==> config.mk <==
export PLATFORM = sky130hd
export DESIGN_NAME = page_prog_seq
export DESIGN_NICKNAME = d
export VERILOG_FILES = /design/src/rtl/page_prog_pkg.sv /design/src/rtl/ppg_phase_timer.sv /design/src/rtl/ppg_deadline.sv /design/src/rtl/page_prog_seq.sv
export SDC_FILE = /design/constraint.sdc
export NUM_CORES = 1
export LEC_CHECK = 0
export ABC_AREA = 1
export BUFFER_PORTS_ARGS = -buffer_cell sky130_fd_sc_hd__buf_4
export CORE_MARGIN = 10
export CORE_UTILIZATION = 40
export CTS_CLUSTER_DIAMETER = 30
export CTS_CLUSTER_SIZE = 30
export DETAILED_ROUTE_END_ITERATION = 12
export PLACE_DENSITY = 0.7
export SLEW_MARGIN = 20
export SYNTH_ARGS = -nofsm -noshare
export SYNTH_HDL_FRONTEND = slang
export SYNTH_SLANG_ARGS = --single-unit
export TNS_END_PERCENT = 1
==> constraint.sdc <==
create_clock -name clk -period 3.2 [get_ports clk]
set_clock_uncertainty 0.15 [all_clocks]
set_input_delay 0.32 -clock clk [delete_from_list [all_inputs] [get_ports clk]]
set_output_delay 0.32 -clock clk [all_outputs]
set_load 0.005 [all_outputs]
==> src/rtl/page_prog_pkg.sv <==
// Shared types and constants for the page programming sequencer.
// Assumes address and data widths of at least 15 and 8 bits.
package page_prog_pkg;

    typedef enum logic [2:0] {
        ST_IDLE,
        ST_FETCH,
        ST_SETUP,
        ST_PULSE,
        ST_RECOV,
        ST_POLL_RD,
        ST_POLL_GAP,
        ST_FINISH
    } seq_state_e;

    // Unlock preamble address for step 0..2.
    function automatic logic [14:0] unlock_addr(input logic [1:0] step);
        case (step)
            2'd1:    unlock_addr = 15'h2AAA;
            default: unlock_addr = 15'h5555;
        endcase
    endfunction

    // Unlock preamble data for step 0..2.
    function automatic logic [7:0] unlock_data(input logic [1:0] step);
        case (step)
            2'd0:    unlock_data = 8'hAA;
            2'd1:    unlock_data = 8'h55;
            default: unlock_data = 8'hA0;
        endcase
    endfunction

    function automatic int unsigned max2(input int unsigned a, input int unsigned b);
        max2 = (a > b) ? a : b;
    endfunction

endpackage

==> src/rtl/ppg_phase_timer.sv <==
// Phase down-counter: loaded with (length-1) when a phase starts,
// reports expiry in the phase's last cycle. Assumes load values fit W bits.
module ppg_phase_timer #(
    parameter int unsigned W = 8
) (
    input  logic         clk,
    input  logic         rst_n,
    input  logic         load,
    input  logic [W-1:0] load_val,
    output logic         expired
);
    logic [W-1:0] cnt;

    // Count down to zero, reload at each phase start.
    always_ff @(posedge clk) begin
        if (!rst_n)
            cnt <= '0;
        else if (load)
            cnt <= load_val;
        else if (cnt != '0)
            cnt <= cnt - 1'b1;
    end

    assign expired = (cnt == '0);

    assert_count_down_R4: assert property (@(posedge clk) disable iff (!rst_n)
        (!load && cnt != '0) |=> (cnt == $past(cnt) - 1'b1));

endmodule

==> src/rtl/ppg_deadline.sv <==
// Deadline counter: counts cycles while run is high, clears when it drops,
// raises hit in the LIMIT-th consecutive run cycle. Assumes LIMIT >= 1.
module ppg_deadline #(
    parameter int unsigned LIMIT = 16
) (
    input  logic clk,
    input  logic rst_n,
    input  logic run,
    output logic hit
);
    localparam int unsigned CW = $clog2(LIMIT + 1);

    logic [CW-1:0] cnt;

    // Saturating count of consecutive run cycles.
    always_ff @(posedge clk) begin
        if (!rst_n || !run)
            cnt <= '0;
        else if (cnt != CW'(LIMIT - 1))
            cnt <= cnt + 1'b1;
    end

    assign hit = run && (cnt == CW'(LIMIT - 1));

    assert_deadline_clear_R7: assert property (@(posedge clk) disable iff (!rst_n)
        !run |=> (cnt == '0));

endmodule

==> src/rtl/page_prog_seq.sv <==
// Page programming sequencer. On start it writes the unlock preamble, then
// len_m1+1 streamed bytes into one page, then polls bit 7 of the last byte.
// Assumes all *_CYC parameters are >= 1 and PAGE_BITS+OFS_BITS >= 15.
module page_prog_seq
    import page_prog_pkg::*;
#(
    parameter int unsigned PAGE_BITS = 10,
    parameter int unsigned OFS_BITS  = 7,
    parameter int unsigned DATA_W    = 8,
    parameter int unsigned SU_CYC    = 1,
    parameter int unsigned WP_CYC    = 50,
    parameter int unsigned WPH_CYC   = 25,
    parameter int unsigned RD_CYC    = 50,
    parameter int unsigned OEH_CYC   = 38,
    parameter int unsigned LOAD_WAIT = 36000,
    parameter int unsigned POLL_MAX  = 2500000
) (
    input  logic                           clk,
    input  logic                           rst_n,
    input  logic                           start,
    input  logic [PAGE_BITS-1:0]           page_sel,
    input  logic [OFS_BITS-1:0]            len_m1,
    input  logic                           src_valid,
    input  logic [DATA_W-1:0]              src_data,
    output logic                           src_ready,
    output logic                           mem_ce_n,
    output logic                           mem_oe_n,
    output logic                           mem_we_n,
    output logic [PAGE_BITS+OFS_BITS-1:0]  mem_addr,
    output logic [DATA_W-1:0]              mem_dout,
    output logic                           mem_drive,
    input  logic [DATA_W-1:0]              mem_din,
    output logic                           busy,
    output logic                           done,
    output logic                           error
);
    localparam int unsigned AW     = PAGE_BITS + OFS_BITS;
    localparam int unsigned BEAT_W = OFS_BITS + 2;
    localparam int unsigned TMAX   = max2(max2(max2(SU_CYC, WP_CYC), max2(WPH_CYC, RD_CYC)), OEH_CYC);
    localparam int unsigned TW     = $clog2(TMAX + 1);
    localparam logic [BEAT_W-1:0] CMD_BEATS = BEAT_W'(3);

    seq_state_e            state_q, state_nxt;
    logic [BEAT_W-1:0]     beat_q, beat_nxt;
    logic [BEAT_W-1:0]     last_q, last_nxt;
    logic [PAGE_BITS-1:0]  page_q, page_nxt;
    logic [AW-1:0]         addr_q, addr_nxt;
    logic [DATA_W-1:0]     data_q, data_nxt;
    logic                  err_q, err_nxt;
    logic                  tmr_load, tmr_zero;
    logic [TW-1:0]         tmr_val;
    logic                  gap_run, gap_hit, poll_run, poll_hit;
    logic                  ce_q, oe_q, we_q, drv_q;

    // Phase length counter for strobe intervals.
    ppg_phase_timer #(.W(TW)) phase_tmr_i (
        .clk      (clk),
        .rst_n    (rst_n),
        .load     (tmr_load),
        .load_val (tmr_val),
        .expired  (tmr_zero)
    );

    // Byte load window deadline while waiting on the source.
    ppg_deadline #(.LIMIT(LOAD_WAIT)) gap_dl_i (
        .clk   (clk),
        .rst_n (rst_n),
        .run   (gap_run),
        .hit   (gap_hit)
    );

    // Completion poll budget.
    ppg_deadline #(.LIMIT(POLL_MAX)) poll_dl_i (
        .clk   (clk),
        .rst_n (rst_n),
        .run   (poll_run),
        .hit   (poll_hit)
    );

    assign gap_run  = (state_q == ST_FETCH);
    assign poll_run = (state_q == ST_POLL_RD) || (state_q == ST_POLL_GAP);

    // Next-state, beat and bus value selection.
    always_comb begin
        state_nxt = state_q;
        beat_nxt  = beat_q;
        last_nxt  = last_q;
        page_nxt  = page_q;
        addr_nxt  = addr_q;
        data_nxt  = data_q;
        err_nxt   = err_q;
        case (state_q)
            ST_IDLE: begin
                if (start) begin
                    state_nxt = ST_SETUP;
                    beat_nxt  = '0;
                    page_nxt  = page_sel;
                    last_nxt  = BEAT_W'(len_m1) + CMD_BEATS;
                    addr_nxt  = AW'(unlock_addr(2'd0));
                    data_nxt  = DATA_W'(unlock_data(2'd0));
                    err_nxt   = 1'b0;
                end
            end
            ST_FETCH: begin
                if (src_valid) begin
                    state_nxt = ST_SETUP;
                    addr_nxt  = {page_q, OFS_BITS'(beat_q - CMD_BEATS)};
                    data_nxt  = src_data;
                end else if (gap_hit) begin
                    state_nxt = ST_FINISH;
                    err_nxt   = 1'b1;
                end
            end
            ST_SETUP: begin
                if (tmr_zero) state_nxt = ST_PULSE;
            end
            ST_PULSE: begin
                if (tmr_zero) state_nxt = ST_RECOV;
            end
            ST_RECOV: begin
                if (tmr_zero) begin
                    if (beat_q == last_q) begin
                        state_nxt = ST_POLL_RD;
                    end else begin
                        beat_nxt = beat_q + 1'b1;
                        if (beat_nxt < CMD_BEATS) begin
                            state_nxt = ST_SETUP;
                            addr_nxt  = AW'(unlock_addr(beat_nxt[1:0]));
                            data_nxt  = DATA_W'(unlock_data(beat_nxt[1:0]));
                        end else begin
                            state_nxt = ST_FETCH;
                        end
                    end
                end
            end
            ST_POLL_RD: begin
                if (tmr_zero && (mem_din[DATA_W-1] == data_q[DATA_W-1])) begin
                    state_nxt = ST_FINISH;
                end else if (poll_hit) begin
                    state_nxt = ST_FINISH;
                    err_nxt   = 1'b1;
                end else if (tmr_zero) begin
                    state_nxt = ST_POLL_GAP;
                end
            end
            ST_POLL_GAP: begin
                if (poll_hit) begin
                    state_nxt = ST_FINISH;
                    err_nxt   = 1'b1;
                end else if (tmr_zero) begin
                    state_nxt = ST_POLL_RD;
                end
            end
            ST_FINISH: state_nxt = ST_IDLE;
            default:   state_nxt = ST_IDLE;
        endcase
    end

    // Phase length chosen by the phase being entered.
    always_comb begin
        tmr_load = (state_nxt != state_q);
        case (state_nxt)
            ST_SETUP:    tmr_val = TW'(SU_CYC - 1);
            ST_PULSE:    tmr_val = TW'(WP_CYC - 1);
            ST_RECOV:    tmr_val = TW'(WPH_CYC - 1);
            ST_POLL_RD:  tmr_val = TW'(RD_CYC - 1);
            ST_POLL_GAP: tmr_val = TW'(OEH_CYC - 1);
            default:     tmr_val = '0;
        endcase
    end

    // Sequencer state and held run context.
    always_ff @(posedge clk) begin
        if (!rst_n) begin
            state_q <= ST_IDLE;
            beat_q  <= '0;
            last_q  <= '0;
            page_q  <= '0;
            addr_q  <= '0;
            data_q  <= '0;
            err_q   <= 1'b0;
        end else begin
            state_q <= state_nxt;
            beat_q  <= beat_nxt;
            last_q  <= last_nxt;
            page_q  <= page_nxt;
            addr_q  <= addr_nxt;
            data_q  <= data_nxt;
            err_q   <= err_nxt;
        end
    end

    // Glitch-free strobes registered from the phase being entered.
    always_ff @(posedge clk) begin
        if (!rst_n) begin
            ce_q  <= 1'b0;
            oe_q  <= 1'b0;
            we_q  <= 1'b0;
            drv_q <= 1'b0;
        end else begin
            ce_q  <= (state_nxt != ST_IDLE) && (state_nxt != ST_FINISH);
            oe_q  <= (state_nxt == ST_POLL_RD);
            we_q  <= (state_nxt == ST_PULSE);
            drv_q <= (state_nxt == ST_FETCH) || (state_nxt == ST_SETUP) ||
                     (state_nxt == ST_PULSE) || (state_nxt == ST_RECOV);
        end
    end

    assign mem_ce_n  = !ce_q;
    assign mem_oe_n  = !oe_q;
    assign mem_we_n  = !we_q;
    assign mem_drive = drv_q;
    assign mem_addr  = addr_q;
    assign mem_dout  = data_q;
    assign src_ready = (state_q == ST_FETCH);
    assign busy      = (state_q != ST_IDLE);
    assign done      = (state_q == ST_FINISH);
    assign error     = err_q;

    assert_we_guard_R5: assert property (@(posedge clk) disable iff (!rst_n)
        !mem_we_n |-> (!mem_ce_n && mem_oe_n));

    assert_bus_release_R8: assert property (@(posedge clk) disable iff (!rst_n)
        !mem_oe_n |-> !mem_drive);

    assert_write_hold_R4: assert property (@(posedge clk) disable iff (!rst_n)
        !mem_we_n |=> (mem_we_n || ($stable(mem_addr) && $stable(mem_dout))));

    assert_ready_quiet_R6: assert property (@(posedge clk) disable iff (!rst_n)
        src_ready |-> (mem_we_n && mem_oe_n && busy));

    assert_page_fixed_R3: assert property (@(posedge clk) disable iff (!rst_n)
        (!mem_we_n && beat_q >= CMD_BEATS) |-> (mem_addr[AW-1:OFS_BITS] == page_q));

    assert_done_once_R9: assert property (@(posedge clk) disable iff (!rst_n)
        done |=> (!done && !busy));

    assert_start_ignored_R11: assert property (@(posedge clk) disable iff (!rst_n)
        (busy && start) |=> ($stable(page_q) && $stable(last_q)));

endmodule

==> run_results.csv, run 1 <==
group,metric,value,unit
clock_tree,clk_path_buf_depth,2,
synth,synthCells,761,
finish,multi_input_area,0.00281,mm²
worst_setup_path,cp_slowest_cell,"dfxtp_1",
sta,fmax,369,MHz
worst_setup_path,cp_max_fo,46,
clock_tree,htree_num_levels,3,
sta,worst_pin_slew,0.816,ns
synth,synth.ff_latch_count,104,
finish,drive_gt1_share,16.2,%
routing,drt_iter0_drc,428,
finish,area_growth,17.5,%
sta,setup_violations,0,
sta,rsz0062_at_grt,"false",
synth,synthMuxAreaShare,0,%
synth,async_flop_share,0,%
clock_tree,post_cts_resized,0,
sta,fin_setup_tns,0,ns
global_route,antenna_found_initial,0,
synth,yosysTopAreaCell,"dfxtp_1",
worst_setup_path,worstSetupPathType,"reg -> reg",
sta,maxSlewHeadroom,45.5,%
synth,synth_top_family_by_area,"simple AND/OR/NAND/NOR gates",
global_route,grt_pass1_vias,4539,
clock_tree,insertion_delay,0.36,ns
routing,vias,4955,
synth,synth_cell_types,46,
power,finalPower,4930,µW
synth,synth_adder_area_share,2.29,%
routing,routed_wl,12600,µm
routing,avgViaCountPerCell,4.97,
worst_setup_path,crit_chain,"inv_1 > ha_1 > inv_1 > nor2_1 > nor2_1 > nand2_1 > nor2_2 > nand2_1 > o21ai_0 > nand2_1 > inv_1 > buf_4 > o21ai_0 > a31oi_1",
synth,synth_edf_count,0,
synth,yosysWarnings,0,
worst_setup_path,critical_path.startpoint_type,"register",
power,p_leak,0.00243,µW
worst_setup_path,cp_top_family,"buffers and inverters",
synth,seq_area_frac_synth,38.9,%
clock_tree,cts_buffers,9,
clock_tree,root_buffer,"clkbuf_16",
finish,num-fill-cells,1379,
sta,post-route-min-period,2.71,ns
synth,synth_compound_area_share,17.5,%
routing,drc,0,
worst_setup_path,cp.required,3.34,ns
floorplan,fp.dieArea,0.0184,mm²
global_route,grt_pass1_wl,21300,µm
finish,regArea,0.00208,mm²
synth,syn_nets,807,
status,status,"completed",
finish,layout.cells.non_filler,997,
floorplan,core_area,0.0132,mm²
clock_tree,cts_setup_buffers,0,
place,post-place-cells,980,
synth,synth_xor_area_share,2.78,%
power,p_per_area,785,mW/mm²
hold_path,hold_class,"in -> reg",
worst_setup_path,cp-end-kind,"register",
sta,hold_viol,0,
sta,drv_slew,0,
worst_setup_path,critPathMaxStageDelay,0.51,ns
synth,ys.flop_type,"dfxtp_1",
routing,drt_pre_antenna_iters,5,
place,port_buffers,62,
finish,n_antenna_cell,0,
clock_tree,clock_sinks,104,
routing,route.detailed.wl_per_inst,12.6,µm
sta,period_share,84.7,%
worst_setup_path,crit_buf_inv,4,
clock_tree,ctsHoldBuffers,1,
synth,post-synth-top-area-fraction,38.9,%
global_route,grtUsageTotal,13.9,%
clock_tree,path_clk_slew,0.08,ns
place,gp_congestion,0.857,
global_route,grt_max_degree,47,
finish,nNetsFinal,862,
place,dp_hpwl,9180,µm
global_route,grt_overflow_total,0,
synth,synthSimpleGateAreaFrac,29.8,%
clock_tree,cts_tree,"yes",
floorplan,start_util,40.6,%
power,irDropWorstVdd,0.456,mV
synth,synth_area_per_cell,7.04,µm²
floorplan,rows,42,
job,cap_violations,0,
floorplan,fp.dieH,136,µm
floorplan,ioPinCount,70,
synth,synth_area_leaders,"dfxtp_1 39%, nand2_1 9.4%, nor2_1 6.3%",
floorplan,dieWidth,136,µm
worst_setup_path,cp.arrival,2.85,ns
routing,postRouteAntennaNets,0,
synth,syn_area,0.00536,mm²
[metal layers]
| metal | track usage, % | wire length (µm) | vias to the layer above |
|---|---|---|---|
| li1 | - | - | 2633 |
| met4 | 3.95 | 108 | 0 |
| met2 | 21.4 | 5710 | 77 |
| met1 | 18.3 | 6170 | 2237 |
| met3 | 4.01 | 579 | 8 |
| met5 | 0 | 0 | - |
[synth_stat cells, types with 2 or more instances]
master and count:
clkbuf_2 2, a31oi_1 28, xor2_1 12, nand3_1 41
nand2_1 134, nor4_2 2, buf_1 2, or2_2 5
dfxtp_1 104, nor2_1 90, ha_1 9, buf_2 7
nor3b_1 3, inv_2 10, nor2_4 3, a21oi_2 3
xnor2_1 5, nand2_4 2, a211oi_1 9, o21ai_1 5
nand2_2 10, o21ai_0 66, nor4_1 2, nand4_1 12
clkbuf_1 13, nand3_2 3, nor2_2 5, a21oi_1 49
nor3_1 25, inv_1 83, nand3_4 2
[state kept, by name, summed over array words and instances, names as in the netlist]
name	flops
beat_q	9
ce_q	1
error	1
gap_dl_i.cnt	16
last_q	8
mem_addr	17
mem_dout	8
mem_drive	1
oe_q	1
page_q	10
phase_tmr_i.cnt	6
poll_dl_i.cnt	22
state_q	3
we_q	1
[report_power, final]
group          total (µW)  switching, µW  internal (µW)
sequential           1820            231           1590
combinational        1990           1200            783
clock                1120            564            560
total                4930           2000           2940
[kinds of logic after synthesis]
family / count (synthesis)
simple gates: 343
compound gates: 167
buf+inv: 120
flops: 104
xor+xnor: 17
fa+ha+maj: 10
[area by class of cell]
| type | count | area share, % |
|---|---|---|
| timing repair buffer | 69 | 8.28 |
| inverter | 95 | 5.69 |
| multi-input combinational | 537 | 44.6 |
| clock inverter | 7 | 1.23 |
| clock buffer | 9 | 3.58 |
| tap | 176 | 3.50 |
| sequential | 104 | 33.1 |
[worst min-delay path: cells and delay by family]
family,cells,cell delay [ns]
AND/OR/NAND/NOR,2,0.11
buffers and inverters,1,0.08
[cell usage in the layout, fill, tap and decap left out, types with 2 or more instances in the layout]
cell,Yosys,final
nand3_1,41,41
a31oi_1,28,28
nand3_2,3,3
nand2_1,134,134
nand3_4,2,2
nor2_4,3,3
clkbuf_16,0,9
nor4_1,2,2
xor2_1,12,12
nand4_1,12,12
nand2_2,10,10
a21oi_1,49,49
nor3b_1,3,3
nor2_1,90,90
ha_1,9,9
dfxtp_1,104,104
xnor2_1,5,5
a211oi_1,9,9
nand2_4,2,2
o21ai_1,5,5
inv_1,83,83
a21oi_2,3,3
nor4_2,2,2
buf_4,1,68
inv_2,10,10
nor2_2,5,5
o21ai_0,66,66
nor3_1,25,25
or2_2,5,5
inv_8,0,4
[worst paths after layout]
check / start / to / slack, ns / cells past startpoint
worst max-delay path: beat_q[0]$_SDFFE_PN0P_ / mem_addr[0]$_SDFFE_PN0P_ / 0.49 / 14
worst min-delay path: page_sel[2] / page_q[2]$_SDFFE_PN0P_ / 0.02 / 3
worst max register to register: beat_q[0]$_SDFFE_PN0P_ / mem_addr[0]$_SDFFE_PN0P_ / 0.49 / 14
worst min register to register: page_q[5]$_SDFFE_PN0P_ / mem_addr[12]$_SDFFE_PN0P_ / 0.32 / 2
[stage by stage]
stage / util, % / setup WS [ns] / instance area [µm²] / hold slack, ns
after detailed placement: 45.3 / 0.490 / 5980 / 0.311
after global placement: 45.3 / 0.553 / 5980 / 0.302
final: 47.7 / 0.489 / 6290 / 0.0207
after global routing: 47.7 / 0.176 / 6290 / 0.0204
after floorplan: - / 0.947 / 5360 / 0.260
after CTS: 47.7 / 0.473 / 6290 / 0.0119
Power figures use the tool's default switching activity.
==> inputs of run 2 (changes only) <==
--- a/config.mk
+++ b/config.mk
@@ -12,7 +12,7 @@
 export CTS_CLUSTER_DIAMETER = 30
 export CTS_CLUSTER_SIZE = 30
 export DETAILED_ROUTE_END_ITERATION = 12
-export PLACE_DENSITY = 0.7
+export PLACE_DENSITY = 0.72
 export SLEW_MARGIN = 20
 export SYNTH_ARGS = -nofsm -noshare
 export SYNTH_HDL_FRONTEND = slang
==> constraint.sdc (replaced) <==
create_clock -name clk -period 2.3 [get_ports clk]
set_clock_uncertainty 0.15 [all_clocks]
set_input_delay 0.23 -clock clk [delete_from_list [all_inputs] [get_ports clk]]
set_output_delay 0.23 -clock clk [all_outputs]
set_load 0.005 [all_outputs]
==> run_results.csv, run 2 (synthesis results as in run 1) <==
group,metric,value,unit
routing,postRouteAntennaNets,0,
worst_setup_path,cp.required,2.41,ns
floorplan,fp.dieArea,0.0184,mm²
routing,route.detailed.wl_per_inst,12.9,µm
sta,drv_slew,0,
power,switchingPower,2910,µW
power,switching_share,39.8,%
place,gp_congestion,0.878,
place,post-place-cells,1010,
floorplan,fp.dieH,136,µm
sta,rsz0062_at_grt,"true",
sta,worst_pin_slew,0.418,ns
finish,multi_input_area,0.00289,mm²
finish,final_cell_mix,"130 x nand2_1, 97 x dfxtp_1, 95 x buf_4, 88 x nor2_1, 82 x inv_1",
global_route,grt_pass1_wl,22400,µm
place,place_area,0.00621,mm²
routing,drc,0,
sta,fmax,438,MHz
routing,vias,5263,
power,p_leak,0.00268,µW
finish,top_register,"poll_dl_i.cnt",
worst_setup_path,worstSetupPathType,"reg -> reg",
finish,layout_commonest_cell,"nand2_1",
global_route,grt_max_degree,49,
sta,post-route-min-period,2.29,ns
worst_setup_path,critPathMaxStageDelay,0.39,ns
worst_setup_path,reg2reg_slack,0.01,ns
routing,routed_wl,13500,µm
sta,hold_viol,0,
routing,drt_pre_antenna_iters,5,
floorplan,core_area,0.0132,mm²
finish,drive_gt1_share,21.3,%
hold_path,min_from,"len_m1[5]",
clock_tree,cts_setup_buffers,0,
global_route,grt_overflow_total,0,
power,combPwrFrac,44.8,%
finish,largest_register_ffs,22,
worst_setup_path,cp_top_family,"simple AND/OR/NAND/NOR gates",
floorplan,rows,42,
floorplan,dieWidth,136,µm
finish,layout.cells.non_filler,1045,
power,p_int,4400,µW
floorplan,start_util,40.6,%
worst_setup_path,worstSetupStartpoint,"beat_q[0]$_SDFFE_PN0P_",
sta,period_share,99.4,%
worst_setup_path,crit_buf_inv,3,
clock_tree,cts_buffers,9,
finish,nNetsFinal,910,
worst_setup_path,cp-end-kind,"register",
worst_setup_path,worstReg2RegStart,"beat_q[0]$_SDFFE_PN0P_",
finish,final_area,0.00680,mm²
clock_tree,clk_path_buf_depth,2,
global_route,grt_pass1_vias,4778,
finish,area_growth,27.0,%
clock_tree,htree_num_levels,3,
clock_tree,root_buffer,"clkbuf_16",
routing,avgViaCountPerCell,5.04,
finish,num-fill-cells,1272,
job,cap_violations,0,
clock_tree,insertion_delay,0.36,ns
place,dp_hpwl,9580,µm
sta,maxSlewHeadroom,72.1,%
global_route,antenna_found_initial,0,
worst_setup_path,cp_slowest_cell,"dfxtp_4",
worst_setup_path,crit_chain,"inv_1 > ha_4 > inv_1 > nor2_1 > nor2_1 > nand2_1 > nor2_2 > nand2_1 > nor2_1 > nand2_1 > nand2_1 > nand2_2 > nand2_4 > nand3_4 > clkinv_2 > nor2_4 > nand3_2 > nand2_4 > nor2_1",
status,status,"completed",
clock_tree,path_clk_slew,0.07,ns
worst_setup_path,cp_max_fo,5,
floorplan,ioPinCount,70,
power,power_frac_clock,20.6,%
clock_tree,clock_sinks,104,
global_route,grtUsageTotal,14.6,%
hold_path,hold_class,"in -> reg",
place,port_buffers,62,
finish,n_antenna_cell,0,
power,p_per_area,1070,mW/mm²
worst_setup_path,critical_path.startpoint_type,"register",
worst_setup_path,cp.arrival,2.40,ns
sta,setup_violations,0,
routing,drt_iter0_drc,298,
power,seq_power_share,34.6,%
power,irDropWorstVdd,0.480,mV
clock_tree,cts_tree,"yes",
finish,regArea,0.00210,mm²
run 2: per-stage QoR:
step | setup TNS (ns) | power, µW | hold WS, ns | util, % | worst slack, ns
final | 0 | 7310 | 0.0274 | 51.6 | 0.0146
after global routing | -2.40 | 7890 | 0.0520 | 51.6 | -0.177
after CTS | -0.00529 | 7240 | 0.0164 | 50.9 | -0.00529
after detailed placement | -0.266 | 5660 | 0.279 | 47.1 | -0.0648
after global placement | -0.0982 | 5620 | 0.276 | 47.1 | -0.0307
after floorplan | 0 | 4490 | 0.170 | - | 0.0467
run 2: path summary, 6_finish.rpt:
path                                      to  cells after the start
min                   last_q[7]$_SDFFE_PN0P_                      3
min reg2reg        mem_addr[15]$_SDFFE_PN0P_                      2
max reg2reg  phase_tmr_i.cnt[2]$_SDFFE_PN0P_                     19
max          phase_tmr_i.cnt[2]$_SDFFE_PN0P_                     19
run 2: final cells by class:
cell class	instances	share of cell area, %
clock inverter	7	0.902
multi-input combinational	537	42.6
sequential	104	30.8
clock buffer	9	3.31
timing repair buffer	117	13.9
inverter	95	5.26
tap	176	3.24
run 2: worst reg2reg max path, stage by stage, from the launching register on:
cell and delay [ns]:
dfxtp_4 0.39, inv_1 0.08, ha_4 0.27, inv_1 0.03, nor2_1 0.08, nor2_1 0.05
nand2_1 0.07, nor2_2 0.04, nand2_1 0.07, nor2_1 0.05, nand2_1 0.09, nand2_1 0.07
nand2_2 0.10, nand2_4 0.08, nand3_4 0.09, clkinv_2 0.07, nor2_4 0.16, nand3_2 0.11
nand2_4 0.10, nor2_1 0.05
run 2: timing repair:
item | CTS | global route
gates cloned | 0 | 0
endpoints found under the hold margin | 19 | 0
resized for setup | 8 | 23
pin swaps | 10 | 12
hold buffers | 19 | 0
endpoints found under the setup margin | 8 | 50
run 2: power groups by stage:
| stage | sequential (µW) | combinational (µW) | clock, µW |
|---|---|---|---|
| 5_1_grt | 2580 | 3690 | 1620 |
| 3_3_place_gp | 2540 | 3080 | 0 |
| 4_1_cts | 2510 | 3190 | 1540 |
| 6_report | 2530 | 3270 | 1500 |
| 2_1_floorplan | 2500 | 1990 | 0 |
| 3_5_place_dp | 2530 | 3130 | 0 |
run 2: layer usage:
metal / GRT usage [%] / part of all wire, % / up-vias
li1: - / - / 2725
met1: 18.6 / 46 / 2383
met2: 23.0 / 47 / 134
met3: 3.52 / 5.5 / 21
met4: 6.52 / 2.1 / 0
met5: 0 / 0 / -
==> inputs of run 3 (changes only) <==
--- a/config.mk
+++ b/config.mk
@@ -6,13 +6,13 @@
 export NUM_CORES = 1
 export LEC_CHECK = 0
 export ABC_AREA = 1
-export BUFFER_PORTS_ARGS = -buffer_cell sky130_fd_sc_hd__buf_4
 export CORE_MARGIN = 10
 export CORE_UTILIZATION = 40
 export CTS_CLUSTER_DIAMETER = 30
 export CTS_CLUSTER_SIZE = 30
 export DETAILED_ROUTE_END_ITERATION = 12
-export PLACE_DENSITY = 0.72
+export DONT_BUFFER_PORTS = 1
+export PLACE_DENSITY = 0.67
 export SLEW_MARGIN = 20
 export SYNTH_ARGS = -nofsm -noshare
 export SYNTH_HDL_FRONTEND = slang
==> run_results.csv, run 3 (synthesis results as in run 1) <==
group,metric,value,unit
finish,drive_gt1_share,16.8,%
status,status,"completed",
worst_setup_path,cp.required,2.39,ns
worst_setup_path,cp-end-kind,"register",
routing,drc,0,
routing,vias,4982,
finish,layout_commonest_cell,"nand2_1",
hold_path,hold_class,"in -> reg",
global_route,grt_pass1_vias,4550,
finish,n_antenna_cell,0,
sta,period_share,99.8,%
sta,fmax,436,MHz
clock_tree,clk_path_buf_depth,2,
sta,hold_viol,0,
routing,drt_pre_antenna_iters,4,
sta,worst_pin_slew,0.401,ns
worst_setup_path,reg2reg_slack,0.004,ns
power,p_int,4200,µW
floorplan,dieWidth,136,µm
floorplan,start_util,40.6,%
finish,area_growth,22.1,%
finish,top_register,"poll_dl_i.cnt",
clock_tree,htree_num_levels,3,
clock_tree,clock_sinks,104,
clock_tree,cts_tree,"yes",
power,seq_power_share,37.2,%
worst_setup_path,cp.arrival,2.39,ns
sta,rsz0062_at_grt,"true",
routing,avgViaCountPerCell,4.99,
power,power_frac_clock,20.8,%
power,switchingPower,2830,µW
routing,drt_iter0_drc,267,
place,gp_congestion,0.832,
floorplan,ioPinCount,70,
finish,utilization,49.6,%
power,p_per_area,1080,mW/mm²
floorplan,fp.dieArea,0.0184,mm²
global_route,grtUsageTotal,14.4,%
global_route,grt_max_degree,49,
sta,setup_violations,0,
clock_tree,path_clk_slew,0.07,ns
power,p_leak,0.00249,µW
worst_setup_path,critical_path.startpoint_type,"register",
floorplan,rows,42,
finish,nNetsFinal,864,
clock_tree,root_buffer,"clkbuf_16",
routing,postRouteAntennaNets,0,
floorplan,fp.dieH,136,µm
global_route,grt_pass1_wl,22100,µm
power,combPwrFrac,42.0,%
sta,maxSlewHeadroom,73.0,%
power,irDropWorstVdd,0.665,mV
worst_setup_path,worstSetupPathType,"reg -> reg",
worst_setup_path,cp_max_fo,5,
floorplan,core_area,0.0132,mm²
finish,largest_register_ffs,22,
global_route,grt_overflow_total,0,
clock_tree,cts_buffers,9,
place,place_ws,-0.114,ns
sta,drv_slew,0,
finish,num-fill-cells,1288,
place,port_buffers,0,
clock_tree,insertion_delay,0.36,ns
routing,routed_wl,13000,µm
global_route,antenna_found_initial,0,
sta,post-route-min-period,2.30,ns
job,cap_violations,0,
sta,finalWorstSetupSlack,0.00427,ns
power,switching_share,40.3,%
finish,final_cell_mix,"131 x nand2_1, 98 x dfxtp_1, 84 x nor2_1, 80 x inv_1, 66 x o21ai_0",
routing,route.detailed.wl_per_inst,13.0,µm
place,dp_hpwl,9250,µm
[run 3: changes by cell type in the layout (fill, tap and decap cells not counted), moves of 2 or more]
cell           delta
inv_1             -2
nor2_1            -4
dlygate4sd3_1     +7
buf_4            -56
nor3_1            -2
inv_4             +2
nor2_2            +3
[run 3: area by class of cell]
type / count / area (µm²) / share of cell area (%)
Clock buffer: 10 / 229 / 3.50
Clock inverter: 6 / 50.0 / 0.766
Inverter: 95 / 363 / 5.55
Multi-Input combinational cell: 537 / 2940 / 44.9
Sequential cell: 104 / 2090 / 32.0
Tap cell: 176 / 220 / 3.37
Timing Repair Buffer: 71 / 642 / 9.82
[run 3: power groups by stage]
stage	registers [µW]	logic (µW)	clock network, µW
2_1_floorplan	2500	1990	0
3_3_place_gp	2620	2710	0
3_5_place_dp	2620	2740	0
4_1_cts	2610	2880	1500
5_1_grt	2680	3330	1570
6_report	2610	2950	1460
[run 3: layer usage]
| metal | GRT usage (%) | share of wire [%] | up-vias |
|---|---|---|---|
| met5 | 0 | 0 | - |
| met2 | 21.9 | 46 | 92 |
| met3 | 4.15 | 6.5 | 17 |
| met1 | 18.9 | 46 | 2225 |
| li1 | - | - | 2648 |
| met4 | 5.14 | 1.4 | 0 |
[run 3: path summary, 6_finish.rpt]
kind	startpoint	endpoint	cells past startpoint
worst max-delay path	beat_q[1]$_SDFFE_PN0P_	phase_tmr_i.cnt[4]$_SDFFE_PN0P_	18
worst min-delay path	rst_n	state_q[0]$_SDFF_PN0_	2
worst max register to register	beat_q[1]$_SDFFE_PN0P_	phase_tmr_i.cnt[4]$_SDFFE_PN0P_	18
worst min register to register	page_q[5]$_SDFFE_PN0P_	mem_addr[12]$_SDFFE_PN0P_	2
[run 3: repair_timing]
item / CTS / global route
gates cloned: 0 / 0
hold buffers: 27 / 0
hold endpoints to repair: 49 / 0
setup buffers: 2 / 0
setup endpoints to repair: 7 / 53
pin swaps: 15 / 13
resized for setup: 20 / 26
[run 3: metrics by stage]
stage	total power, µW	cells	cell area [µm²]	hold slack, ns	setup TNS (ns)
3_3_place_gp	5330	954	5790	0.170	-0.149
2_1_floorplan	4490	761	5360	0.170	0
3_5_place_dp	5360	954	5790	0.173	-0.442
4_1_cts	6990	999	6440	0.00281	-0.193
5_1_grt	7570	999	6540	0.0539	-1.42
6_report	7030	999	6540	0.00458	0
[run 3: critical path, stage by stage, from the launching register on]
cell and delay [ns]:
dfxtp_4 0.39, inv_4 0.05, ha_4 0.23, inv_2 0.04, nor2_1 0.03, nor2_1 0.11, nand2_1 0.07, nor2_2 0.09
nand2_1 0.06, nor2_1 0.11, nand2_1 0.09, nand2_1 0.09, nand2_2 0.10, nand3_2 0.09, nand2_2 0.07, nor2_4 0.16
nand3_2 0.11, nand2_4 0.11, a21oi_2 0.04
